## src/rtl/bcs_pkg.sv

```systemverilog
package bcs_pkg;
  typedef enum logic {
    ORD_SEQ = 1'b0,
    ORD_ILV = 1'b1
  } burst_order_e;
endpackage

```

## src/rtl/bcs_order.sv

```systemverilog
module bcs_order #(
  parameter int COL_W       = 9,
  parameter int LEN_LOG_MAX = 3,
  localparam int CW = $clog2(LEN_LOG_MAX + 1)
) (
  input  logic [COL_W-1:0]       base_i,
  input  logic [LEN_LOG_MAX-1:0] beat_i,
  input  logic [CW-1:0]          len_log_i,
  input  bcs_pkg::burst_order_e  order_i,
  output logic [COL_W-1:0]       col_o
);
  // Beat column: bits above the aligned block are kept, low bits advance
  // by add-and-wrap or by XOR with the beat index.
  function automatic logic [COL_W-1:0] beat_col(
    input logic [COL_W-1:0]       base,
    input logic [LEN_LOG_MAX-1:0] k,
    input logic [CW-1:0]          len_log,
    input bcs_pkg::burst_order_e  ord
  );
    logic [COL_W-1:0] mask;
    logic [COL_W-1:0] kx;
    logic [COL_W-1:0] low;
    mask = (COL_W'(1) << len_log) - COL_W'(1);
    kx   = COL_W'(k);
    low  = (ord == bcs_pkg::ORD_ILV) ? (base ^ kx) : (base + kx);
    return (base & ~mask) | (low & mask);
  endfunction

  assign col_o = beat_col(base_i, beat_i, len_log_i, order_i);
endmodule

```

## src/rtl/bcs_counter.sv

```systemverilog
module bcs_counter #(
  parameter int COL_W       = 9,
  parameter int LEN_LOG_MAX = 3,
  localparam int CW = $clog2(LEN_LOG_MAX + 1)
) (
  input  logic                   clk,
  input  logic                   rst_n,
  input  logic                   start_i,
  input  logic [COL_W-1:0]       start_col_i,
  input  logic [CW-1:0]          len_code_i,
  input  logic                   ilv_i,
  input  logic                   term_i,
  output logic                   active_o,
  output logic                   at_last_o,
  output logic [LEN_LOG_MAX-1:0] beat_o,
  output logic [CW-1:0]          len_log_o,
  output bcs_pkg::burst_order_e  order_o,
  output logic [COL_W-1:0]       base_o
);
  logic [CW-1:0]          len_log_in;
  logic [LEN_LOG_MAX:0]   span;
  logic [LEN_LOG_MAX-1:0] last_idx;
  logic                   beat_adv;
  logic                   burst_end;

  // Code 0 is read as the shortest burst; codes beyond the maximum clamp.
  always_comb begin
    if (len_code_i == '0)                       len_log_in = CW'(1);
    else if (int'(len_code_i) > LEN_LOG_MAX)    len_log_in = CW'(LEN_LOG_MAX);
    else                                        len_log_in = len_code_i;
  end

  assign span      = ((LEN_LOG_MAX + 1)'(1) << len_log_o) - (LEN_LOG_MAX + 1)'(1);
  assign last_idx  = span[LEN_LOG_MAX-1:0];
  assign at_last_o = active_o && (beat_o == last_idx);
  assign burst_end = active_o && !start_i && (term_i || at_last_o);
  assign beat_adv  = active_o && !start_i && !burst_end;

  always_ff @(posedge clk or negedge rst_n) begin
    if (!rst_n) begin
      active_o  <= 1'b0;
      beat_o    <= '0;
      len_log_o <= CW'(1);
      order_o   <= bcs_pkg::ORD_SEQ;
      base_o    <= '0;
    end else if (start_i) begin
      active_o  <= 1'b1;
      beat_o    <= '0;
      len_log_o <= len_log_in;
      order_o   <= bcs_pkg::burst_order_e'(ilv_i);
      base_o    <= start_col_i;
    end else if (burst_end) begin
      active_o  <= 1'b0;
      beat_o    <= '0;
    end else if (beat_adv) begin
      beat_o    <= beat_o + 1'b1;
    end
  end
endmodule

```

## src/rtl/burst_col_seq.sv

```systemverilog
module burst_col_seq #(
  parameter int COL_W       = 9,
  parameter int LEN_LOG_MAX = 3
) (
  input  logic             clk,
  input  logic             rst_n,
  input  logic             start_i,
  input  logic [COL_W-1:0] start_col_i,
  input  logic [1:0]       len_code_i,
  input  logic             ilv_i,
  input  logic             term_i,
  output logic [COL_W-1:0] col_o,
  output logic             valid_o,
  output logic             last_o
);
  localparam int CW = $clog2(LEN_LOG_MAX + 1);

  logic                   active;
  logic                   at_last;
  logic [LEN_LOG_MAX-1:0] beat;
  logic [CW-1:0]          len_log;
  bcs_pkg::burst_order_e  order;
  logic [COL_W-1:0]       base;
  logic [COL_W-1:0]       beat_col;

  bcs_counter #(.COL_W(COL_W), .LEN_LOG_MAX(LEN_LOG_MAX)) u_cnt (
    .clk        (clk),
    .rst_n      (rst_n),
    .start_i    (start_i),
    .start_col_i(start_col_i),
    .len_code_i (CW'(len_code_i)),
    .ilv_i      (ilv_i),
    .term_i     (term_i),
    .active_o   (active),
    .at_last_o  (at_last),
    .beat_o     (beat),
    .len_log_o  (len_log),
    .order_o    (order),
    .base_o     (base)
  );

  bcs_order #(.COL_W(COL_W), .LEN_LOG_MAX(LEN_LOG_MAX)) u_ord (
    .base_i   (base),
    .beat_i   (beat),
    .len_log_i(len_log),
    .order_i  (order),
    .col_o    (beat_col)
  );

  assign valid_o = active;
  assign last_o  = at_last;
  assign col_o   = active ? beat_col : '0;
endmodule

```

## config.mk

```make
export PLATFORM = sky130hd
export DESIGN_NAME = burst_col_seq
export DESIGN_NICKNAME = d
export VERILOG_FILES = /design/src/rtl/bcs_pkg.sv /design/src/rtl/bcs_order.sv /design/src/rtl/bcs_counter.sv /design/src/rtl/burst_col_seq.sv
export SDC_FILE = /design/constraint.sdc
export NUM_CORES = 1
export LEC_CHECK = 0
export ABC_AREA = 1
export CAP_MARGIN = 0
export CELL_PAD_IN_SITES_DETAIL_PLACEMENT = 0
export CELL_PAD_IN_SITES_GLOBAL_PLACEMENT = 1
export CORE_UTILIZATION = 31
export DETAILED_ROUTE_END_ITERATION = 12
export HOLD_SLACK_MARGIN = 0.03
export PLACE_DENSITY = 0.78
export SETUP_SLACK_MARGIN = 0.02
export SYNTH_ARGS = -nofsm -noshare
export SYNTH_HDL_FRONTEND = slang
export SYNTH_HIERARCHICAL = 1
export SYNTH_SLANG_ARGS = --single-unit
```

## constraint.sdc

```tcl
create_clock -name clk -period 2.58 [get_ports clk]
set_clock_uncertainty 0.1 [all_clocks]
set_input_delay 0.387 -clock clk [delete_from_list [all_inputs] [get_ports clk]]
set_output_delay 0.387 -clock clk [all_outputs]
set_load 0.005 [all_outputs]
```

==> results.yml <==
status:
  status: "finished clean"
cts:
  ctsHoldBuffers: 0
  cts_max_level: 1
  cts_sinks: 16
  cts_buffer_depth: 2
  clkTransAtPathRegs_ns: 0.06
  tritoncts: "yes"
  clock_latency_ns: 0.24
  cts_made_buffers: 3
  clk_root_buffer_cell: "clkbuf_8"
finish:
  multi_input_area_um2: 729
  nets: 239
  syn_to_final_growth_pct: 44.6
  antenna-diode-count: 0
  fillers: 390
  drive_above_1_share_pct: 21.9
  stdcell_area_um2: 1740
  ff_latch_area_um2: 403
logic_synthesis:
  syn_nets: 200
  synth_cells: 177
  netlist-cell-type-count: 27
  yosysWarnings: 6
  yosysTopAreaCell: "dfrtp_1"
  ys.flop_type: "dfrtp_1"
  ys_top_cells_by_count: "nand2_1, inv_1, dfrtp_1"
  synth_async_sr_flop_share_pct: 100
  synth_edf_count: 0
  synth.avg_cell_area_um2: 6.79
  synth_area_um2: 1200
  yosysSeqAreaShare_pct: 33.4
  synth_most_common_cell: "nand2_1"
  synth_area_leaders: "dfrtp_1, nand2_1, inv_1, ha_1, nand3_1"
  synth_top_area_share_pct: 31.2
  ys_ff_latch: 16
place:
  detailedPlace.worstSlack_ns: 0.0651
  place_area_um2: 1540
  dp_hpwl_um: 1970
  numPortBuffers: 26
  gp_congestion: 0.784
timing:
  slew_headroom_pct: 54.4
  tightest_slew_ns: 0.682
  fmax_mhz: 403
  setup_viol: 0
  setup_ws_ns: 0.0956
  grt_setup_unrepaired: "true"
  final.period_utilization_pct: 96.3
  tns_ns: 0
  finalHoldViolCount: 0
  finalCriticalPeriod_ns: 2.48
  slew_violations: 0
worst_setup_path:
  cp.arrival_ns: 2.00
  worstPathMaxFanout: 2
  crit_family: "adder cells"
  crit_type: "reg -> out"
  cpMaxStageDelayCell: "fa_2"
  start_kind: "flop"
  required_ns: 2.09
  cp_cell_sequence: "ha_2, inv_2, fa_2, nor2_1, a211oi_1, a21oi_1, nand2_1, inv_1, dlygate4sd2_1"
  cpPeakStageDelay_ns: 0.52
  cp-end-kind: "output port"
  critical_path_buf_inv_count: 3
routing:
  viasPerCell: 4.25
  routed_wl_um: 2710
  firstDrtPassIters: 5
  drtIter0Drc: 47
  ant_nets: 0
  drcViolationCount: 0
  vias: 1117
  wire_per_inst_um: 10.3
die:
  rows: 22
  dieArea_um2: 4130
  fp.dieH_um: 64.3
  core_area_um2: 3690
  die_w_um: 64.3
  ioPinCount: 27
  initial_core_util_pct: 32.6
power:
  powerDensity_nw_per_um2: 416
  ir_worst_vdd_mv: 0.222
  p_leak_nw: 0.992
global_route:
  grt_pass1_wl_um: 4500
  grt_max_degree: 17
  antenna_found_initial: 0
  grt_pass1_vias: 1028
  overflow: 0
  globalRouteTotalUtil_pct: 13.7
job:
  maxCapViolations: 0
hold_path:
  hold_class: "reg -> reg"
[final timing paths]
check,endpoint,from,cells past startpoint,slack [ns]
setup reg to reg,u_cnt/beat_o[2],u_cnt/len_log_o[0],8,1.15
max in group asynchronous,u_cnt/len_log_o[1],rst_n,1,1.45
hold reg to reg,u_cnt/base_o[8],u_cnt/base_o[8],2,0.43
min in group asynchronous,u_cnt/beat_o[2],rst_n,1,0.46
setup / recovery,col_o[1],u_cnt/base_o[0],9,0.1
hold / removal,u_cnt/base_o[8],u_cnt/base_o[8],2,0.43
[power breakdown]
group | total, mW | switching, mW | internal, mW
Sequential | 0.299 | 0.0271 | 0.272
Combinational | 0.215 | 0.106 | 0.109
Clock | 0.210 | 0.0750 | 0.135
[cell usage in the layout (no fill, tap or decap), drive strengths merged]
cell	n
xor2	1
xnor2	2
inv	35
ha	6
clkdlybuf4s50	19
dfstp	1
clkdlybuf4s15	1
a21oi	3
a211oi	1
dlymetal6s2s	3
nand4	3
fa	1
nand3	13
nand2	76
o21ai	2
dlygate4sd2	1
buf	12
nor2	14
dfrtp	15
clkbuf	6
[worst reg2reg max path: cells and delay by family, from the launching register on]
family,cells,cell delay [ns]
buf+inv,2,0.20
flops,1,0.56
simple gates,6,0.48
[kinds of logic (layout without fill, tap and decap cells)]
family | after synthesis | count (layout) | synth area share, %
and+or+nand+nor | 106 | 106 | 40.2
buffers and inverters | 39 | 77 | 13.0
DFF | 16 | 16 | 33.4
adders and majority gates | 7 | 7 | 7.91
AOI/OAI and AO/OA | 6 | 6 | 2.70
xor gates and xnor gates | 3 | 3 | 2.81
[layout make-up]
| class | instances | area share, % |
|---|---|---|
| clock buffers | 4 | 3.17 |
| repair buffers | 38 | 20.6 |
| flip-flops and latches | 16 | 23.2 |
| inverters | 35 | 7.70 |
| well taps | 48 | 3.45 |
| multi-input cells | 122 | 41.9 |
[sequential cells by signal, summed over array words and instances, names as in the netlist]
| name | count |
|---|---|
| u_cnt/base_o | 9 |
| u_cnt/beat_o | 3 |
| u_cnt/len_log_o | 2 |
| u_cnt/active_o | 1 |
| u_cnt/order_o | 1 |
[stage by stage]
| stage | hold WS, ns | cells | total power, mW | util [%] |
|---|---|---|---|---|
| floorplan | -0.00859 | 177 | 0.404 | - |
| global placement | 0.390 | 252 | 0.490 | 41.6 |
| detailed placement | 0.427 | 252 | 0.493 | 41.6 |
| CTS | 0.442 | 260 | 0.709 | 44.2 |
| global route | 0.460 | 263 | 0.776 | 47.2 |
| finish | 0.429 | 263 | 0.724 | 47.2 |
[repair_timing]
action	CTS	global route
pin swaps	2	4
endpoints found under the setup margin	7	6
buffers inserted	4	3
cloned	0	0
resized for setup	9	26
[metal layers]
layer / share of wire (%) / vias to the layer above / GRT usage [%]
met5: 0 / - / 0
met4: 0.70 / 0 / 4.17
met3: 2.1 / 2 / 1.07
met2: 47 / 16 / 22.0
met1: 50 / 493 / 19.5
li1: - / 606 / -
No activity file was read; power rests on OpenSTA's default activity.
